==> src/rtl/axi_wr_narrow64to32.sv <==
module axi_wr_narrow64to32 #(
  parameter int ADDR_W  = 32,
  parameter int OUT_MAX = 256
) (
  input  logic              clk,
  input  logic              rst_n,
  input  logic [ADDR_W-1:0] s_awaddr,
  input  logic [7:0]        s_awlen,
  input  logic [2:0]        s_awsize,
  input  logic [1:0]        s_awburst,
  input  logic              s_awvalid,
  output logic              s_awready,
  input  logic [63:0]       s_wdata,
  input  logic [7:0]        s_wstrb,
  input  logic              s_wlast,
  input  logic              s_wvalid,
  output logic              s_wready,
  output logic [1:0]        s_bresp,
  output logic              s_bvalid,
  input  logic              s_bready,
  output logic [ADDR_W-1:0] m_awaddr,
  output logic [7:0]        m_awlen,
  output logic [2:0]        m_awsize,
  output logic [1:0]        m_awburst,
  output logic              m_awvalid,
  input  logic              m_awready,
  output logic [31:0]       m_wdata,
  output logic [3:0]        m_wstrb,
  output logic              m_wlast,
  output logic              m_wvalid,
  input  logic              m_wready,
  input  logic [1:0]        m_bresp,
  input  logic              m_bvalid,
  output logic              m_bready
);
  localparam logic [8:0] CHUNK = 9'(OUT_MAX / 2);
  localparam logic [1:0] BT_FIXED = 2'd0, BT_INCR = 2'd1, BT_WRAP = 2'd2;

  typedef enum logic [2:0] {ST_IDLE, ST_AW, ST_DATA, ST_RESP, ST_UP} st_t;
  st_t st;

  logic [ADDR_W-1:0] a_base;
  logic [7:0]        a_len;
  logic [2:0]        a_size;
  logic [1:0]        a_burst;
  logic              wide, half;
  logic [8:0]        gidx, sub_n, sub_i;
  logic [1:0]        acc;

  logic [ADDR_W-1:0] off, wmask, amask, cur_addr;
  logic [8:0]        remain, next_n, nm1;
  logic              upper, last_in;

  assign off    = ADDR_W'(gidx) << a_size;
  assign wmask  = ((ADDR_W'(a_len) + ADDR_W'(1)) << a_size) - ADDR_W'(1);
  assign amask  = (ADDR_W'(1) << a_size) - ADDR_W'(1);

  always_comb begin
    case (a_burst)
      BT_FIXED: cur_addr = a_base;
      BT_WRAP:  cur_addr = (a_base & ~wmask) | ((a_base + off) & wmask);
      default:  cur_addr = (gidx == 9'd0) ? a_base : (a_base & ~amask) + off;
    endcase
  end

  assign remain = {1'b0, a_len} + 9'd1 - gidx;
  assign next_n = !wide ? remain :
                  (a_burst == BT_INCR) ? ((remain > CHUNK) ? CHUNK : remain) : 9'd1;
  assign nm1    = next_n - 9'd1;

  assign s_awready = (st == ST_IDLE);
  assign m_awvalid = (st == ST_AW);
  assign m_awaddr  = cur_addr;
  assign m_awlen   = wide ? {nm1[6:0], 1'b1} : a_len;
  assign m_awsize  = wide ? 3'd2 : a_size;
  assign m_awburst = wide ? BT_INCR : a_burst;

  assign upper    = wide ? half : cur_addr[2];
  assign last_in  = (sub_i == sub_n - 9'd1);
  assign m_wdata  = upper ? s_wdata[63:32] : s_wdata[31:0];
  assign m_wstrb  = upper ? s_wstrb[7:4]   : s_wstrb[3:0];
  assign m_wvalid = (st == ST_DATA) & s_wvalid;
  assign s_wready = (st == ST_DATA) & m_wready & (!wide | half);
  assign m_wlast  = wide ? (half & last_in) : s_wlast;

  assign m_bready = (st == ST_RESP);
  assign s_bvalid = (st == ST_UP);
  assign s_bresp  = acc;

  always_ff @(posedge clk or negedge rst_n) begin
    if (!rst_n) begin
      st      <= ST_IDLE;
      a_base  <= '0;
      a_len   <= '0;
      a_size  <= '0;
      a_burst <= '0;
      wide    <= 1'b0;
      half    <= 1'b0;
      gidx    <= '0;
      sub_n   <= '0;
      sub_i   <= '0;
      acc     <= '0;
    end else begin
      case (st)
        ST_IDLE: if (s_awvalid) begin
          a_base  <= s_awaddr;
          a_len   <= s_awlen;
          a_size  <= s_awsize;
          a_burst <= s_awburst;
          wide    <= (s_awsize == 3'd3);
          gidx    <= '0;
          acc     <= '0;
          st      <= ST_AW;
        end
        ST_AW: if (m_awready) begin
          sub_n <= next_n;
          sub_i <= '0;
          half  <= 1'b0;
          st    <= ST_DATA;
        end
        ST_DATA: if (m_wvalid && m_wready) begin
          if (wide) half <= ~half;
          if (s_wready) begin
            gidx  <= gidx + 9'd1;
            sub_i <= sub_i + 9'd1;
          end
          if (m_wlast) st <= ST_RESP;
        end
        ST_RESP: if (m_bvalid) begin
          if (m_bresp > acc) acc <= m_bresp;
          st <= (gidx <= {1'b0, a_len}) ? ST_AW : ST_UP;
        end
        ST_UP: if (s_bready) st <= ST_IDLE;
        default: st <= ST_IDLE;
      endcase
    end
  end
endmodule


==> config.mk <==
export PLATFORM = sky130hd
export DESIGN_NAME = axi_wr_narrow64to32
export DESIGN_NICKNAME = d
export VERILOG_FILES = /design/src/rtl/axi_wr_narrow64to32.sv
export SDC_FILE = /design/constraint.sdc
export NUM_CORES = 1
export LEC_CHECK = 0
export ABC_AREA = 1
export BUFFER_PORTS_ARGS = -buffer_cell sky130_fd_sc_hd__buf_4
export CAP_MARGIN = 20
export CORE_ASPECT_RATIO = 0.8
export CORE_MARGIN = 1.5
export CORE_UTILIZATION = 57
export DETAILED_ROUTE_END_ITERATION = 6
export HOLD_SLACK_MARGIN = 0.02
export PLACE_DENSITY = 0.87
export SKIP_CTS_REPAIR_TIMING = 1
export SYNTH_ARGS = -nofsm -noshare
export SYNTH_HDL_FRONTEND = slang
export SYNTH_SLANG_ARGS = --single-unit
export TNS_END_PERCENT = 20
==> constraint.sdc <==
create_clock -name clk -period 4.13 [get_ports clk]
set_input_delay 0.2065 -clock clk [delete_from_list [all_inputs] [get_ports clk]]
set_output_delay 0.2065 -clock clk [all_outputs]
set_load 0.005 [all_outputs]
==> summary.md <==
| Metric | Value |
|---|---|
| Status | `finished, violations left` |
| Failing checks | `DRC` |
| Post-synth EDFFs | `0` |
| Die width | `~150 µm` |
| Tmin final | `around 4 ns` |
| Fmax | `between 0.2 and 0.25 GHz` |
| Cells after Synth | `around 1700` |
| Area share of the largest cell type after synthesis | `between 10% and 20%` |
| PortBufs | `approximately 220` |
| Placed cell area | `about 0.012 mm²` |
| DR WL/cell | `roughly 17 µm` |
| P_int | `around 0.0056 W` |
| DRT Pass-1 Iters | `7` |
| Initial Utilization | `about three fifths` |
| Part of the power in combinational logic | `approximately four fifths` |
| Number of fillers in the final layout | `1499` |
| Routed via count | `roughly 12000` |
| CTS root buf | `clkbuf_16` |
| DP Wirelength | `28400 µm` |
| Placed Cells | `roughly 2100` |
| Fraction of registers with async set/reset | `between 90% and 100%` |
| Unrepaired setup endpoints after global routing | `yes` |
| Initial antenna violation count | `0` |
| Syn-to-layout area delta | `26.2%` |
| Hold Crit Class | `in -> reg` |
| Largest net degree at the start of global routing | `91` |
| Metal2 WL | `around 15000 µm` |
| Vias per inst | `roughly 5.8` |
| Yosys reg bits | `79` |
| Crit. End Element | `output port` |
| Clk_skew | `about 0.011 ns` |
| Power per cell area | `about 1000 mW/mm²` |
| Clock buffer depth | `2` |
| Non-filler cells, final | `around 2100` |
| Startpoint Class | `flop` |
| Vias in the first global route | `roughly 11000` |
| Avg Synthesized Cell Area | `between 6 and 7 µm²` |
| Worst Path Class, Setup | `reg -> out` |
| Critical path arrival | `approximately 3.8 ns` |
| Hold Vio Cnt, Final | `0` |
| Area leader, netlist | `dfrtp_1` |
| Clock share of power | `under 10%` |
| Slew headroom | `between 40% and 50%` |
| Post-Syn Area | `around 0.010 mm²` |
| Metal1 wirelength | `approximately 16000 µm` |
| Remaining global-route overflow | `0` |
| Routability cong. | `about 1.0` |
| Die height | `between 100 and 150 µm` |
| Worst vdd ir | `between 0.7 and 0.8 mV` |
| Sequential area share after synthesis | `about a fifth` |
| Top_reg_cell synth | `dfrtp_1` |
| Drt drc | `1` |
| Synth area leaders | `dfrtp_1, nand2_1, nand3_1` |
| Sequential power share | `about an eighth` |
| HP Start | `s_awaddr[25]` |
| Switching share of power | `55.9%` |
| Commonest non-fill, non-tap cell in the layout | `nand2_1` |
| Top layer in use | `met4` |
| Worst slew pin tran | `0.850 ns` |
| P_sw | `0.00709 W` |
| Net Count, Synth | `1847` |
| Worst-Skew Late Latency | `between 0.3 and 0.4 ns` |
| Sequential cell area | `about 0.002 mm²` |
| Yosys warns | `0` |
| Clk sinks | `79` |
| WP data required | `~4 ns` |
| Max-cap viol count | `0` |
| Synth cell types | `60` |
| Core area | `about 0.017 mm²` |
| Clk pin slew, worst setup/hold paths | `~0.070 ns` |
| Endpoints failing setup | `0` |
| Gr usage total | `between 30% and 40%` |
| Area of the multi-input gates | `roughly 0.0071 mm²` |
| Final worst-path cycle share | `a little over nine tenths` |
| Lkg Pwr | `between 6 and 7 nW` |
| Fin. max-slew vios | `0` |
| CP Max Fanout | `5` |
| TritonCTS Buffers | `9` |
| Row count | `43` |
| CP startpoint | `gidx[1]` |
| CTS H-tree lvls | `3` |
| First-pass GRT wire length | `about 55000 µm` |
| Routed met3 length | `between 4000 and 5000 µm` |
| Number of nets in the layout | `between 2000 and 2500` |
| Final wirelength | `between 30000 and 40000 µm` |
| Cell area after layout | `roughly 0.013 mm²` |
| # diodes | `0` |
| Num ports | `218` |
| Die ar. | `around 0.018 mm²` |
| DR iter-0 viols | `approximately 1400` |
| Post-DRT Antenna Nets | `0` |
| Share of layout cells above drive strength 1 | `20.7%` |
| Commonest non-fill, non-tap cells in the layout | `nand2_1, buf_4, inv_1` |
| CTS tree | `done` |
| R2r startpoint | `gidx[1]` |
final cells by class:
| cell class | count | area share (%) |
|---|---|---|
| Inverter | 230 | 6.89 |
| Clock inverter | 7 | 0.901 |
| Timing Repair Buffer | 271 | 16.3 |
| Multi-Input combinational cell | 1294 | 56.2 |
| Sequential cell | 79 | 15.7 |
| Clock buffer | 9 | 1.78 |
| Tap cell | 225 | 2.23 |
logic make-up (layout without fill, tap and decap cells):
| group | count (synthesis) | count (layout) | share of synthesized area, % |
|---|---|---|---|
| and+or+nand+nor | 866 | 866 | 38.4 |
| xor gates and xnor gates | 55 | 55 | 4.88 |
| DFF | 79 | 79 | 19.7 |
| AOI/OAI and AO/OA | 299 | 299 | 16.5 |
| buffers and inverters | 278 | 517 | 11.0 |
| adders and majority gates | 68 | 68 | 8.79 |
| muxes | 6 | 6 | 0.599 |
per-layer routing:
metal  vias up  global-route usage [%]
li1       5889                       -
met1      5493                    55.1
met2       716                    57.6
met3        79                    10.1
met4         0                    11.6
met5         -                       0
state kept, by name, indices dropped and copies added (netlist names):
register / count
a_burst: 2
a_size: 3
sub_n: 9
sub_i: 9
a_base: 32
wide: 1
s_bresp: 2
st: 3
half: 1
gidx: 9
a_len: 8
synth_stat cells, drive strengths merged (5+ instances only):
library cell    n
o21bai          6
clkbuf         28
a22oi           5
o21ai         162
nand4          20
xnor2          24
a21o            5
nor2          130
a31oi           7
nand3b         10
nand2         474
mux2i           6
a21oi          77
clkinv          6
buf            20
ha             64
nor3           33
o211ai         12
o22ai           9
nor4           10
dfrtp          79
inv           224
xor2           31
nand3         182
per-stage QoR:
| stage | power (W) | hold WS (ns) | worst slack [ns] | utilization [%] | TNS, ns |
|---|---|---|---|---|---|
| global route | 0.0137 | 0.0642 | -0.0818 | 73.2 | -0.396 |
| finish | 0.0127 | 0.0457 | 0.115 | 73.2 | 0 |
| CTS | 0.0120 | -0.105 | -0.0496 | 71.4 | -0.137 |
| detailed placement | 0.0110 | 0.276 | 0.330 | 69.5 | 0 |
| global placement | 0.0109 | 0.271 | 0.423 | 69.5 | 0 |
| floorplan | 0.00757 | -0.0891 | 0.615 | - | 0 |
power groups by stage:
stage	sequential, W	clock [W]	combinational, W
6_report	0.00153	0.000940	0.0102
4_1_cts	0.00148	0.000943	0.00957
3_3_place_gp	0.00149	0	0.00939
5_1_grt	0.00155	0.000968	0.0112
3_5_place_dp	0.00149	0	0.00951
2_1_floorplan	0.00134	0	0.00622
final timing paths:
kind	end	slack [ns]	cells past startpoint
setup / recovery	m_awlen[5]	0.11	23
hold / removal	a_base[25]	0.05	3
setup reg to reg	sub_n[0]	0.93	18
hold reg to reg	sub_n[8]	0.52	2
max in group asynchronous	gidx[0]	2.74	3
min in group asynchronous	a_base[11]	0.43	2
critical path, cell delays in order, from the launching register on:
cell	delay, ns
dfrtp_2	0.49
ha_4	0.31
inv_1	0.04
ha_1	0.20
fa_1	0.51
inv_1	0.12
nand3_1	0.12
nor2_1	0.13
nand3_1	0.09
nor2_1	0.10
nand2_1	0.05
nand2_1	0.05
nand2_1	0.09
nand2_2	0.15
nand2_2	0.11
nor2_2	0.15
inv_1	0.06
ha_2	0.20
nand2_1	0.08
o21ai_0	0.08
nand2_1	0.08
nand2_1	0.05
nand2_1	0.06
buf_4	0.10
Note: power is estimated with default switching activity, not from simulation.
